$ cat src/rtl/gpio_pkg.sv
package gpio_pkg;
  typedef enum logic [1:0] {
    ADDR_DATA = 2'd0,
    ADDR_DIR  = 2'd1,
    ADDR_OPT  = 2'd2,
    ADDR_CLR  = 2'd3
  } regAddr_e;

  typedef struct packed {
    logic       wrData;
    logic       wrDir;
    logic       wrOpt;
    logic       clrPend;
    logic [1:0] rdSel;
  } ctrlStrobes_t;
endpackage

$ cat src/rtl/gpio_port_ctrl.sv
module gpio_port_ctrl
  import gpio_pkg::*;
(
  input  logic         clk,
  input  logic         rstN,
  input  logic         regWe,
  input  logic [1:0]   regAddr,
  input  logic         intMask,
  input  logic         anyEvent,
  output ctrlStrobes_t ctl,
  output logic         irqReq,
  output logic         wakeReq
);
  logic pendQ;

  always_comb begin
    ctl.wrData  = regWe && (regAddr == ADDR_DATA);
    ctl.wrDir   = regWe && (regAddr == ADDR_DIR);
    ctl.wrOpt   = regWe && (regAddr == ADDR_OPT);
    ctl.clrPend = regWe && (regAddr == ADDR_CLR);
    ctl.rdSel   = regAddr;
  end

  // new event has priority over a clear in the same cycle
  always_ff @(posedge clk or negedge rstN) begin
    if (!rstN)             pendQ <= 1'b0;
    else if (anyEvent)     pendQ <= 1'b1;
    else if (ctl.clrPend)  pendQ <= 1'b0;
  end

  assign irqReq  = pendQ && !intMask;
  assign wakeReq = pendQ && !intMask;

  assert_pend_sticky_R9: assert property (@(posedge clk) disable iff (!rstN)
    (pendQ && !ctl.clrPend) |=> pendQ);
  assert_pend_clear_R9: assert property (@(posedge clk) disable iff (!rstN)
    (ctl.clrPend && !anyEvent) |=> !pendQ);
  assert_event_sets_R8: assert property (@(posedge clk) disable iff (!rstN)
    anyEvent |=> pendQ);
  assert_mask_blocks_R10: assert property (@(posedge clk) disable iff (!rstN)
    intMask |-> (!irqReq && !wakeReq));
endmodule

$ cat src/rtl/gpio_port_dp.sv
module gpio_port_dp
  import gpio_pkg::*;
#(
  parameter int W = 8,
  parameter int SYNC_STAGES = 2
) (
  input  logic         clk,
  input  logic         rstN,
  input  ctrlStrobes_t ctl,
  input  logic [W-1:0] wrData,
  input  logic [W-1:0] padIn,
  output logic [W-1:0] padOut,
  output logic [W-1:0] padOe,
  output logic [W-1:0] padPullUp,
  output logic [W-1:0] rdData,
  output logic         anyEvent
);
  localparam int LAST = SYNC_STAGES - 1;

  logic [W-1:0] dataQ, dirQ, optQ, prevQ;
  logic [SYNC_STAGES-1:0][W-1:0] syncQ;
  logic [W-1:0] pinLvl, fallHit, pinRd;

  always_ff @(posedge clk or negedge rstN) begin
    if (!rstN) begin
      dataQ <= '0;
      dirQ  <= '0;
      optQ  <= '0;
    end else begin
      if (ctl.wrData) dataQ <= wrData;
      if (ctl.wrDir)  dirQ  <= wrData;
      if (ctl.wrOpt)  optQ  <= wrData;
    end
  end

  always_ff @(posedge clk or negedge rstN) begin
    if (!rstN) begin
      syncQ <= '0;
      prevQ <= '0;
    end else begin
      syncQ[0] <= padIn;
      for (int s = 1; s < SYNC_STAGES; s++) syncQ[s] <= syncQ[s-1];
      prevQ <= syncQ[LAST];
    end
  end

  assign pinLvl = syncQ[LAST];

  for (genvar p = 0; p < W; p++) begin : g_pin
    always_comb begin
      if (dirQ[p]) begin
        padOut[p]    = optQ[p] & dataQ[p];
        padOe[p]     = optQ[p] | ~dataQ[p];
        padPullUp[p] = 1'b0;
      end else begin
        padOut[p]    = 1'b0;
        padOe[p]     = 1'b0;
        padPullUp[p] = optQ[p];
      end
      pinRd[p]   = dirQ[p] ? dataQ[p] : pinLvl[p];
      fallHit[p] = ~dirQ[p] & optQ[p] & prevQ[p] & ~pinLvl[p];
    end
  end

  assign anyEvent = |fallHit;

  always_comb begin
    unique case (ctl.rdSel)
      ADDR_DATA: rdData = pinRd;
      ADDR_DIR:  rdData = dirQ;
      ADDR_OPT:  rdData = optQ;
      default:   rdData = '0;
    endcase
  end

  assert_latch_write_R3: assert property (@(posedge clk) disable iff (!rstN)
    ctl.wrData |=> (dataQ == $past(wrData)));
  assert_dir_write_R2: assert property (@(posedge clk) disable iff (!rstN)
    ctl.wrDir |=> (dirQ == $past(wrData)));
  assert_no_pull_on_drive_R7: assert property (@(posedge clk) disable iff (!rstN)
    (padPullUp & padOe) == '0);
  assert_event_needs_pullup_R8: assert property (@(posedge clk) disable iff (!rstN)
    anyEvent |-> ((padPullUp & ~pinLvl) != '0));
endmodule

$ cat src/rtl/gpio_port.sv
module gpio_port
  import gpio_pkg::*;
#(
  parameter int W = 8
) (
  input  logic         clk,
  input  logic         rstN,
  input  logic         regWe,
  input  logic [1:0]   regAddr,
  input  logic [W-1:0] regWdata,
  output logic [W-1:0] regRdata,
  input  logic         intMask,
  input  logic [W-1:0] padIn,
  output logic [W-1:0] padOut,
  output logic [W-1:0] padOe,
  output logic [W-1:0] padPullUp,
  output logic         irqReq,
  output logic         wakeReq
);
  ctrlStrobes_t ctl;
  logic anyEvent;

  gpio_port_ctrl ctrl_i (
    .clk(clk), .rstN(rstN), .regWe(regWe), .regAddr(regAddr),
    .intMask(intMask), .anyEvent(anyEvent), .ctl(ctl),
    .irqReq(irqReq), .wakeReq(wakeReq)
  );

  gpio_port_dp #(.W(W), .SYNC_STAGES(2)) dp_i (
    .clk(clk), .rstN(rstN), .ctl(ctl), .wrData(regWdata), .padIn(padIn),
    .padOut(padOut), .padOe(padOe), .padPullUp(padPullUp),
    .rdData(regRdata), .anyEvent(anyEvent)
  );
endmodule

$ cat config.mk
export PLATFORM = sky130hd
export DESIGN_NAME = gpio_port
export DESIGN_NICKNAME = d
export VERILOG_FILES = /design/src/rtl/gpio_pkg.sv /design/src/rtl/gpio_port_ctrl.sv /design/src/rtl/gpio_port_dp.sv /design/src/rtl/gpio_port.sv
export SDC_FILE = /design/constraint.sdc
export NUM_CORES = 1
export LEC_CHECK = 0
export BUFFER_PORTS_ARGS = -buffer_cell sky130_fd_sc_hd__buf_2
export CORE_MARGIN = 2
export CORE_UTILIZATION = 49
export CTS_CLUSTER_SIZE = 12
export DETAILED_ROUTE_END_ITERATION = 12
export GPL_TIMING_DRIVEN = 0
export PLACE_DENSITY_LB_ADDON = 0.25
export SLEW_MARGIN = 15
export SYNTH_ARGS = -nofsm -noshare
export SYNTH_HDL_FRONTEND = slang
export SYNTH_SLANG_ARGS = --single-unit
$ cat constraint.sdc
create_clock -name clk -period 1.8 [get_ports clk]
set_clock_uncertainty 0.2 [all_clocks]
set_input_delay 0.36 -clock clk [delete_from_list [all_inputs] [get_ports clk]]
set_output_delay 0.36 -clock clk [all_outputs]
set_load 0.01 [all_outputs]
---- Yosys cells after proc, flatten, opt, wreduce, memory -nomap -nowiden ----
Cells that the tools add are included.
storage, ports and cells
  register bits after elaboration ......... 49
  input port bits ......................... 22
  output and inout bits ................... 34
  word-level logic and storage cells ...... 118
operators by class
  equal/unequal tests ..................... 3
  mux-type cells .......................... 35
  bitwise operators ....................... 64
  reductions and logical operators ........ 9
operator list
  cell                                           count
  two-way mux 1 bit                              34
  AND 1 bit                                      32
  inverter 1 bit                                 24
  one-hot mux 8 bit (3 select lines)             1
  bitwise OR 1 bit                               8
  OR reduction 8 bit                             1
  logical AND 1 bit                              5
  == test 2 bit, second input constant           2
  == test 2 x 1 -> 1 bit, second input constant  1
  zero test 2 bit                                1
  nonzero test 2 bit                             1
  zero test 1 bit                                1

---- Longest topological paths before layout ----
Gate-level depths: netlist of the first run.
  word-level depth ........................ 6
  mapped depth ............................ 5
  depth with buffers taken out ............ 3

---- Cells and area by module ----
A second synthesis of the first run with hierarchy kept.
unflattened totals
  cells, all modules ...................... 174
  area total of the unflattened synthesis .. 2,062.0 um^2
modules (own cells, without submodules)
  module          times used  cells each  area each (um^2)  seq. area each (um^2)
  gpio_port_dp    1           162         1,959.4           1,201.2
  gpio_port_ctrl  1           12          102.6             25.0

---- Worst setup path before layout of the first run ----
No wires, ideal clock.
  path kind ............................... in2out
  start point ............................. input regAddr[1]
  end point ............................... output regRdata[1]
  arrival ................................. 1.085 ns
  required time ........................... 1.240 ns
  slack ................................... 0.155 ns
  stages .................................. 5
  path buffers ............................ 2
  cell sequence ........................... buf_6 -> buf_2 -> nor2_1 -> a22oi_1 -> o21ai_0
on the way
  word-level cells in the longest chain between the ends .. 2
  elaborated cells on any way between the ends .. 4
  those cells by class .................... eq/ne: 2; mux: 1; reduce/logical: 1
ends and longest elaborated chain
  item                                         RTL line            source
  start, declared                              gpio_port.sv:9      input logic [1:0] regAddr,
  == test 2 bit, or another cell as far along  gpio_port_dp.sv:68  unique case (ctl.rdSel)
  one-hot mux 8 bit (3 select lines) (*)       gpio_port_dp.sv:68
  end, declared                                gpio_port.sv:11     output logic [W-1:0] regRdata,
Every way passes the cells marked *; elsewhere a longest branch is shown, timed or not.

---- Worst setup path after layout of the first run ----
  start point ............................. register dp_i.dataQ[3]
  end point ............................... output regRdata[3]
on the way
  word-level cells in the longest chain between the ends .. 2
ends and longest elaborated chain
  item                                RTL line            source
  start, declared                     gpio_port_dp.sv:20  logic [W-1:0] dataQ, dirQ, optQ, prevQ;
  start signal, assigned              gpio_port_dp.sv:30  if (ctl.wrData) dataQ <= wrData;
  two-way mux 1 bit                   gpio_port_dp.sv:60  pinRd[p] = dirQ[p] ? dataQ[p] : pinLvl[p];
  one-hot mux 8 bit (3 select lines)  gpio_port_dp.sv:68
No other way between the ends.

==> metrics.log, run 1 <==
INFO  metric status = finished clean
INFO  metric residual_drc = 0
INFO  metric gr-total-overflow = 0
INFO  metric antenna_found_initial = 0
INFO  metric die_area = 4720 um2
INFO  metric vias = 1537
INFO  metric cp.arrival = 1.21 ns
INFO  metric wl_per_cell = 15.2 um
INFO  metric layout.filler_cells = 325
INFO  metric grt_start_max_net_pins = 50
INFO  metric finalPower = 2.70 mW
INFO  metric ir_worst_vdd = 563 uV
INFO  metric cts_inserted_buffers = 5
INFO  metric synthesis_stage_register_bit_count = 49
INFO  metric p_seq_share = 50.6%
INFO  metric die-height = 68.7 um
INFO  metric ys_seq_area_share = 59.7%
INFO  metric most-common-layout-cells = buf_2, dfrtp_1, mux2_2, buf_4, nor2_1
INFO  metric cp_slowest_cell = dfrtp_1
INFO  metric finalNonFillerCells = 292
INFO  metric worst-endpoint-required = 1.24 ns
INFO  metric family_with_the_most_delay_on_the_worst_path = flip-flops
INFO  metric clk_pin_slew = 0.08 ns
INFO  metric n_antenna_cell = 0
INFO  metric core_region_area = 4030 um2
INFO  metric dp_cells = 264
INFO  metric area_of_combinational_cells_with_multiple_inputs = 778 um2
INFO  metric post-route-cell-area = 2690 um2
INFO  metric yosys_warnings = 0
INFO  metric postSynthCellCount = 160
INFO  metric unrepaired_setup_endpoints_after_global_routing = true
INFO  metric htreeDepth = 2
INFO  metric wirelength = 4.43 mm
INFO  metric drv_slew = 0
INFO  metric startpoint = dp_i.dataQ[3]
INFO  metric drt_first_pass_iters = 4
INFO  metric finalCritPeriodShare = 98.1%
INFO  metric dpl-instance-area = 2390 um2
INFO  metric total_routing_usage_reported_by_global_routing = 21.5%
INFO  metric cts_num_sinks = 49
INFO  metric syn_avg_cell_area = 12.8 um2
INFO  metric power.share.switching = 28.5%
INFO  metric slew-limit-headroom = 30.0%
INFO  metric nNetsFinal = 264
INFO  metric critical_path.max_fanout = 2
INFO  metric p_leak = 1.31 nW
INFO  metric placement.io_buffers = 54
INFO  metric timing_worst_setup_path_type = register to output port
INFO  metric power.internal = 1.93 mW
INFO  metric drtIter0Drc = 50
INFO  metric chipWidth = 68.7 um
INFO  metric critical_path.cell_chain = o21a_1, o21ai_1, o31ai_1, buf_2
INFO  metric preCtsSetupSlack = -0.0558 ns
INFO  metric gp_congestion = 0.692
INFO  metric final-seq-area = 1230 um2
INFO  metric worst_setup_path_end_kind = output port
INFO  metric commonest_non_fill_non_tap_cell_in_the_layout = buf_2
INFO  metric p_sw = 0.768 mW
INFO  metric tritoncts = built
INFO  metric drv_cap = 0
INFO  metric wire_length_of_the_first_global_routing_pass = 7.11 mm
INFO  metric initial_core_utilization = 51.0%
INFO  metric fin_setup_tns = 0 ns
INFO  metric place.detailed.hpwl = 2.86 mm
INFO  metric regToRegStartpoint = dp_i.dirQ[1]
INFO  metric fmax = 0.566 GHz
INFO  metric max_slew.worst_pin.slew = 1.05 ns
INFO  metric critPathLaunchType = register
INFO  metric timing.reg2reg.worst_path_depth = 5
INFO  metric vias_in_the_first_global_route = 1489
INFO  metric worst_r2r_endpoint = ctrl_i.pendQ
INFO  metric ff2ff_setup_slack = 0.39 ns
INFO  metric viasPerCell = 5.26
INFO  metric worst_hold_path_type = primary input to async pin
INFO  metric num_io_pins = 56
INFO  metric synthToLayoutAreaGrowth = 30.9%
INFO  metric comb_power_share = 26.3%
INFO  metric clock_tree.buffer_depth = 2
INFO  metric critical_path_depth = 4
INFO  metric number_of_routed_nets_with_antenna_violations = 0
INFO  metric hold_ws = 0.0497 ns
INFO  metric timing.final.crit_period = 1.77 ns
INFO  metric root_buffer = clkbuf_8
INFO  metric setup_violations = 0
INFO  metric powerDensity = 1000 nW/um2
INFO  metric worst_setup_path_end = regRdata[3]
INFO  metric cpPeakStageDelay = 0.39 ns
INFO  metric yosysUniqueCellTypes = 24
INFO  metric worstSkewPairLatency = 0.29 ns
INFO  metric worst-path-buf-inv = 1
INFO  metric fin_ws = 0.0344 ns
INFO  metric syn_area = 2050 um2
INFO  metric core_rows = 23
INFO  metric mappedNetlistNets = 182
INFO  metric drive_gt1_share = 47.5%
INFO  metric layout.core_utilization = 66.7%
INFO  metric hold_viol = 0
INFO  metric share_clk_of_total_power = 23.0%
## sequential cells by signal, summed over array words and instances, names as in the netlist
signal        flops
ctrl_i.pendQ      1
dp_i.dataQ        8
dp_i.dirQ         8
dp_i.optQ         8
dp_i.pinLvl       8
dp_i.prevQ        8
dp_i.syncQ        8
## synth_stat cells
| cell | number | share of area [%] |
|---|---|---|
| o31ai_1 | 1 | 0.37 |
| nand2_1 | 1 | 0.18 |
| a22oi_1 | 7 | 2.6 |
| nor4_1 | 2 | 0.61 |
| buf_2 | 2 | 0.49 |
| buf_4 | 2 | 0.73 |
| nand3b_2 | 1 | 0.55 |
| o21a_1 | 1 | 0.37 |
| and3_1 | 8 | 2.4 |
| o211ai_1 | 7 | 2.6 |
| inv_2 | 1 | 0.18 |
| nor2_1 | 15 | 2.7 |
| nor3b_1 | 1 | 0.37 |
| dfrtp_1 | 49 | 60 |
| o21ai_0 | 8 | 2.0 |
| nand3_1 | 2 | 0.49 |
| inv_1 | 8 | 1.5 |
| buf_6 | 1 | 0.55 |
| mux2_2 | 24 | 13 |
| a21boi_0 | 8 | 2.9 |
| nand3_2 | 1 | 0.49 |
| nor4bb_1 | 8 | 3.9 |
| nor2b_1 | 1 | 0.30 |
| nor3b_4 | 1 | 0.91 |
## per-layer routing
layer  share of wire, %  GRT usage [%]  vias to the layer above  routed length, um
met5                  0              0                        -                  0
met4                1.7           9.56                        0                 76
met3                5.0           5.52                        5                222
met2                 48           32.7                       40               2120
met1                 45           29.1                      749               2010
li1                   -              -                      743                  -
## timing repair
| action | in CTS | in global routing |
|---|---|---|
| endpoints found under the setup margin | 7 | 9 |
| pin swaps | 0 | 5 |
| hold buffers | 8 | 0 |
| buffers inserted | 9 | 5 |
| gates resized for setup | 10 | 12 |
| endpoints found under the hold margin | 8 | 0 |
## worst min path at each step
stage | startpoint | endpoint
detailed placement | dp_i.syncQ[3] | dp_i.pinLvl[3]
global placement | dp_i.syncQ[4] | dp_i.pinLvl[4]
CTS | rstN | dp_i.syncQ[1]
floorplan | rstN | ctrl_i.pendQ
global route | regWdata[3] | dp_i.dataQ[3]
finish | rstN | dp_i.dataQ[0]
## kinds of logic (layout without fill, tap and decap cells)
| kind of cell | count (synthesis) | in the layout | share of synthesized area (%) |
|---|---|---|---|
| flops | 49 | 49 | 59.7 |
| compound gates | 32 | 32 | 10.7 |
| mux | 24 | 24 | 13.2 |
| simple gates | 41 | 41 | 13.0 |
| buf+inv | 14 | 96 | 3.41 |
## cell type report
class	count	share of cell area, %
Timing Repair Buffer	76	17.0
Clock buffer	7	3.21
Sequential cell	49	45.8
Tap cell	50	2.33
Inverter	9	1.26
Multi-Input combinational cell	97	29.0
Buffer	4	1.40
## power by group through the flow
stage	Clock, mW	Combinational (mW)	Sequential, mW
global route	0.691	0.791	1.39
finish	0.621	0.710	1.37
global placement	0	0.558	1.39
detailed placement	0	0.569	1.40
floorplan	0	0.360	1.35
CTS	0.648	0.660	1.37
Note: power is estimated with default switching activity, not from simulation.
==> run 2, diff against run 1 <==
- CORE_UTILIZATION: 49 -> 55
==> metrics.log, run 2 (same netlist as run 1, synthesis figures left out) <==
INFO  metric status = complete, but fails checks
INFO  metric failing_checks = setup timing
INFO  metric unrepaired_setup_endpoints_after_global_routing = true
INFO  metric fin_ws = -0.0209 ns (-0.0553 ns)
INFO  metric htreeDepth = 2 (unchanged)
INFO  metric worst_setup_path_end_kind = output port
INFO  metric vias = 1608 (+4.6%)
INFO  metric ir_worst_vdd = 569 uV (+1.1%)
INFO  metric residual_drc = 0 (unchanged)
INFO  metric tritoncts = built
INFO  metric timing.reg2reg.worst_path_depth = 5 (unchanged)
INFO  metric worst_hold_path_type = primary input to register
INFO  metric hold_viol = 0 (unchanged)
INFO  metric drv_slew = 0 (unchanged)
INFO  metric slew-limit-headroom = 61.0% (+31 points)
INFO  metric dp_cells = 262 (-0.76%)
INFO  metric number_of_routed_nets_with_antenna_violations = 0 (unchanged)
INFO  metric clock_tree.buffer_depth = 2 (unchanged)
INFO  metric n_antenna_cell = 0 (unchanged)
INFO  metric gr-total-overflow = 0 (unchanged)
INFO  metric clk_pin_slew = 0.08 ns (about the same)
INFO  metric layout.filler_cells = 257 (-21%)
INFO  metric synthToLayoutAreaGrowth = 32.1%
INFO  metric critPathLaunchType = register
INFO  metric ff2ff_setup_slack = 0.29 ns (-0.10 ns)
INFO  metric regToRegStartpoint = dp_i.dirQ[7]
INFO  metric finalCritPeriodShare = 101% (+3.1 points)
INFO  metric num_io_pins = 56 (unchanged)
INFO  metric wl_per_cell = 15.9 um (+4.9%)
INFO  metric critical_path.max_fanout = 6 (+4)
INFO  metric cpPeakStageDelay = 0.45 ns (+0.06 ns)
INFO  metric viasPerCell = 5.49 (+4.3%)
INFO  metric vias_in_the_first_global_route = 1622 (+8.9%)
INFO  metric worst-path-buf-inv = 2 (+1)
INFO  metric nNetsFinal = 266 (+0.76%)
INFO  metric initial_core_utilization = 56.5% (+5.5 points)
INFO  metric max_slew.worst_pin.slew = 0.585 ns (-0.465 ns)
INFO  metric grt_start_max_net_pins = 50 (unchanged)
INFO  metric worst_r2r_endpoint = ctrl_i.pendQ
INFO  metric drv_cap = 0 (unchanged)
INFO  metric wirelength = 4.67 mm (+5.3%)
INFO  metric placement.io_buffers = 54 (unchanged)
INFO  metric family_with_the_most_delay_on_the_worst_path = flip-flops
INFO  metric chipWidth = 65.1 um (-5.3%)
INFO  metric cts_inserted_buffers = 5 (unchanged)
INFO  metric preCtsSetupSlack = -0.0804 ns (-0.0246 ns)
INFO  metric cts_num_sinks = 49 (unchanged)
INFO  metric critical_path.cell_chain = buf_4, o211ai_1, o21ai_1, buf_2
INFO  metric cp_slowest_cell = dfrtp_2
INFO  metric finalNonFillerCells = 293 (+0.34%)
INFO  metric place.detailed.hpwl = 3.06 mm (+7.0%)
INFO  metric min-delay-start = regWdata[0]
INFO  metric antenna_found_initial = 0 (unchanged)
INFO  metric drt_first_pass_iters = 4 (unchanged)
INFO  metric p_leak = 1.31 nW (+0.34%)
INFO  metric drive_gt1_share = 48.6% (+1.1 points)
INFO  metric wire_length_of_the_first_global_routing_pass = 7.45 mm (+4.8%)
INFO  metric timing_worst_setup_path_type = register to output port
INFO  metric root_buffer = clkbuf_8
INFO  metric powerDensity = 990 nW/um2 (-1.3%)
INFO  metric cp.arrival = 1.26 ns (+0.05 ns)
INFO  metric die-height = 65.1 um (-5.3%)
INFO  metric core_region_area = 3630 um2 (-9.8%)
INFO  metric drtIter0Drc = 105 (+110%)
INFO  metric core_rows = 22 (-4.3%)
INFO  metric worstSkewPairLatency = 0.29 ns (about the same)
INFO  metric hold_crit_endpoint = dp_i.optQ[0]
INFO  metric die_area = 4240 um2 (-10%)
INFO  metric setup_violations = 1 (+1)
INFO  metric timing.final.crit_period = 1.82 ns (+0.0553 ns)
INFO  metric total_routing_usage_reported_by_global_routing = 23.2% (+1.8 points)
INFO  metric gp_congestion = 0.680 (-1.7%)
INFO  metric holdPathStages = 2
INFO  metric commonest_non_fill_non_tap_cell_in_the_layout = buf_2
INFO  metric worst-endpoint-required = 1.24 ns (about the same)
INFO  metric most-common-layout-cells = buf_2, dfrtp_1, mux2_2, buf_4, nor2_1
INFO  metric fmax = 0.549 GHz (-3.0%)
-- run 2: cell count changes in the layout (fill, tap and decap cells not counted), moves of 2 or more --
cell,change
buf_4,+2
clkbuf_1,+2
clkbuf_4,-2
nor2_1,-4
nor2_2,+3
-- run 2: final cells by class --
class	instances	area (um2)	share of cell area [%]
flip-flops and latches	49	1230	45.4
clock buffers	8	80.1	2.95
inverters	9	33.8	1.25
well taps	48	60.1	2.21
repair buffers	77	468	17.3
multi-input cells	97	790	29.1
plain buffers	5	48.8	1.80
-- run 2: metrics by stage --
stage / total power, mW / hold WS [ns] / setup TNS [ns] / cell area (um2) / utilization, %
CTS: 2.64 / 0.0782 / -0.0354 / 2620 / 72.2
global route: 2.84 / 0.127 / -0.259 / 2710 / 74.7
global placement: 1.93 / 0.134 / -0.0660 / 2380 / 65.6
detailed placement: 1.98 / 0.139 / -0.126 / 2380 / 65.6
finish: 2.69 / 0.125 / -0.0209 / 2710 / 74.7
floorplan: 1.71 / -0.136 / 0 / 2050 / -
-- run 2: worst max-delay path by stage --
stage	startpoint	end	slack, ns	cells after the start
after CTS	dp_i.dirQ[6]	regRdata[6]	-0.04	4
after global placement	regAddr[0]	regRdata[2]	-0.05	6
final	dp_i.dirQ[6]	regRdata[6]	-0.02	4
after floorplan	regAddr[1]	regRdata[1]	0.15	5
after global routing	dp_i.dirQ[3]	regRdata[3]	-0.07	4
after detailed placement	regAddr[0]	regRdata[2]	-0.08	6
-- run 2: power by group --
part           internal [mW]  leakage, nW  switching, mW  total, mW
clock network          0.276       0.0395          0.320      0.596
registers               1.24        0.568          0.137       1.38
logic                  0.385        0.703          0.330      0.714
-- run 2: timing repair --
item / CTS / global route
endpoints found under the hold margin: 8 / 49
hold buffers: 8 / 1
gates resized for setup: 8 / 18
pin swaps: 0 / 7
setup endpoints to repair: 7 / 8
buffers inserted: 9 / 5
-- run 2: routing by layer --
metal	vias up	track usage, %	share of wire (%)	wire length, um
met5	-	0	0	0
li1	751	-	-	-
met2	53	39.0	51	2380
met4	0	8.07	1.3	61
met3	7	4.45	5.6	261
met1	797	30.6	42	1970
-- run 2: worst register-to-register path: cells and delay by family (launching register included) --
| kind | cells | cell delay (ns) |
|---|---|---|
| buffers and inverters | 2 | 0.28 |
| flip-flops | 1 | 0.41 |
| AND/OR/NAND/NOR | 3 | 0.56 |
==> run 3, diff against run 2 <==
- PLACE_DENSITY: not set -> 0.83
- PLACE_DENSITY_LB_ADDON: 0.25 -> not set
==> metrics.log, run 3 (same netlist as run 1, synthesis figures left out) <==
INFO  metric regToRegStartpoint = dp_i.dirQ[1]
INFO  metric p_leak = 1.31 nW (-0.12%)
INFO  metric dp_cells = 262 (unchanged)
INFO  metric htreeDepth = 2 (unchanged)
INFO  metric drv_slew = 0 (unchanged)
INFO  metric initial_core_utilization = 56.5% (unchanged)
INFO  metric timing_worst_setup_path_type = register to output port
INFO  metric die_area = 4240 um2 (unchanged)
INFO  metric post-route-cell-area = 2680 um2 (-1.3%)
INFO  metric finalCritPeriodShare = 100% (-1.0 points)
INFO  metric die-height = 65.1 um (unchanged)
INFO  metric p_seq_share = 50.3% (-0.9 points)
INFO  metric antenna_found_initial = 0 (unchanged)
INFO  metric unrepaired_setup_endpoints_after_global_routing = true
INFO  metric drtIter0Drc = 66 (-37%)
INFO  metric slew-limit-headroom = 61.0% (about the same)
INFO  metric drv_cap = 0 (unchanged)
INFO  metric wirelength = 4.41 mm (-5.6%)
INFO  metric placement.io_buffers = 54 (unchanged)
INFO  metric worstSkewPairLatency = 0.30 ns (about the same)
INFO  metric critical_path.max_fanout = 3 (-3)
INFO  metric ir_worst_vdd = 792 uV (+39%)
INFO  metric gr-total-overflow = 0 (unchanged)
INFO  metric max_slew.worst_pin.slew = 0.585 ns (-0.000263 ns)
INFO  metric critPathLaunchType = register
INFO  metric vias_in_the_first_global_route = 1467 (-9.6%)
INFO  metric tritoncts = built
INFO  metric num_io_pins = 56 (unchanged)
INFO  metric powerDensity = 1010 nW/um2 (+1.6%)
INFO  metric worst_setup_path_end = regRdata[3]
INFO  metric dpl-instance-area = 2380 um2 (unchanged)
INFO  metric fin_setup_tns = -0.00285 ns (+0.0180 ns)
INFO  metric cp.arrival = 1.24 ns (-0.02 ns)
INFO  metric worst_setup_path_end_kind = output port
INFO  metric cts_num_sinks = 49 (unchanged)
INFO  metric layout.core_utilization = 73.7% (-0.96 points)
INFO  metric cts_inserted_buffers = 5 (unchanged)
INFO  metric root_buffer = clkbuf_8
INFO  metric total_routing_usage_reported_by_global_routing = 23.1% (-0.17 points)
INFO  metric wl_per_cell = 15.2 um (-4.6%)
INFO  metric share_clk_of_total_power = 23.3% (+1.1 points)
INFO  metric fin_ws = -0.00285 ns (+0.0180 ns)
INFO  metric n_antenna_cell = 0 (unchanged)
INFO  metric most-common-layout-cells = buf_2, dfrtp_1, mux2_2, buf_4, nor2_1
INFO  metric setup_violations = 1 (unchanged)
INFO  metric worst_hold_path_type = primary input to register
INFO  metric core_rows = 22 (unchanged)
INFO  metric failing_checks = setup timing
INFO  metric core_region_area = 3630 um2 (unchanged)
INFO  metric viasPerCell = 5.47 (-0.35%)
INFO  metric worst_r2r_endpoint = ctrl_i.pendQ
INFO  metric power.internal = 1.92 mW (+0.98%)
INFO  metric commonest_non_fill_non_tap_cell_in_the_layout = buf_2
INFO  metric synthToLayoutAreaGrowth = 30.4%
INFO  metric timing.final.crit_period = 1.80 ns (-0.0180 ns)
INFO  metric timing.reg2reg.worst_path_depth = 4 (-1)
INFO  metric gp_congestion = 0.699 (+2.7%)
INFO  metric vias = 1586 (-1.4%)
INFO  metric grt_start_max_net_pins = 50 (unchanged)
INFO  metric fmax = 0.555 GHz (+1.0%)
INFO  metric drt_first_pass_iters = 4 (unchanged)
INFO  metric clk_pin_slew = 0.08 ns (about the same)
INFO  metric worst-endpoint-required = 1.24 ns (about the same)
INFO  metric nNetsFinal = 264 (-0.75%)
INFO  metric place.detailed.hpwl = 2.90 mm (-5.4%)
INFO  metric p_sw = 0.775 mW (-1.4%)
INFO  metric clock_tree.buffer_depth = 2 (unchanged)
INFO  metric finalNonFillerCells = 290 (-1.0%)
INFO  metric wire_length_of_the_first_global_routing_pass = 7.22 mm (-3.1%)
INFO  metric number_of_routed_nets_with_antenna_violations = 0 (unchanged)
INFO  metric chipWidth = 65.1 um (unchanged)
INFO  metric status = complete, but fails checks
INFO  metric comb_power_share = 26.4% (-0.2 points)
INFO  metric power.share.switching = 28.8% (-0.50 points)
INFO  metric residual_drc = 0 (unchanged)
INFO  metric drive_gt1_share = 45.0% (-3.5 points)
INFO  metric startpoint = dp_i.dataQ[3]
INFO  metric hold_viol = 0 (unchanged)
INFO  metric ff2ff_setup_slack = 0.36 ns (+0.07 ns)
run 3: cell types whose count changed in the layout (fill, tap and decap cells not counted), sizes merged:
cell    previous run  this run
clkbuf             8         7
buf               73        71
run 3: per-stage QoR:
stage	setup slack, ns	hold WS, ns	power (mW)
global route	-0.0752	0.111	2.85
global placement	-0.0491	0.132	1.95
detailed placement	-0.0599	0.135	1.97
floorplan	0.155	-0.136	1.71
finish	-0.00285	0.122	2.69
CTS	-0.00427	0.0768	2.68
run 3: cell type report:
| type | instances | area [um2] |
|---|---|---|
| repair buffers | 75 | 453 |
| multi-input cells | 97 | 767 |
| fillers | 257 | 956 |
| plain buffers | 5 | 48.8 |
| well taps | 48 | 60.1 |
| clock buffers | 7 | 86.3 |
| flip-flops and latches | 49 | 1230 |
| inverters | 9 | 33.8 |
run 3: worst max-delay path, stage by stage (launching register included):
cell and delay [ns]:
dfrtp_1 0.40, o21a_1 0.19, o21ai_1 0.12, o31ai_1 0.09, buf_2 0.15
run 3: how the worst min path moves through the flow:
stage / startpoint / end / slack [ns] / cells past startpoint
floorplan: rstN / ctrl_i.pendQ / -0.14 / 0
global placement: dp_i.syncQ[5] / dp_i.pinLvl[5] / 0.13 / 0
detailed placement: dp_i.syncQ[2] / dp_i.pinLvl[2] / 0.13 / 0
CTS: rstN / dp_i.syncQ[1] / 0.08 / 1
global route: regWdata[7] / dp_i.optQ[7] / 0.11 / 2
finish: regWdata[7] / dp_i.optQ[7] / 0.12 / 2
run 3: repair_timing:
action                     4_1_cts  5_1_grt
setup endpoints to repair        8       10
pin swaps                        0        2
setup buffers                   11        1
hold buffers                     8        1
hold endpoints to repair         8       49
gates resized for setup          6       13
cloned                           0        0
run 3: power groups by stage:
stage          clock (mW)  sequential (mW)  combinational, mW
6_report            0.628             1.35              0.711
5_1_grt             0.699             1.38              0.775
4_1_cts             0.645             1.35              0.692
3_5_place_dp            0             1.40              0.573
3_3_place_gp            0             1.39              0.555
2_1_floorplan           0             1.35              0.360
run 3: per-layer routing:
layer  routed length (um)  global-route usage, %
met5                    0                      0
met3                  192                   6.16
met2                 2230                   35.7
met1                 1940                   31.8
met4                   41                   8.33
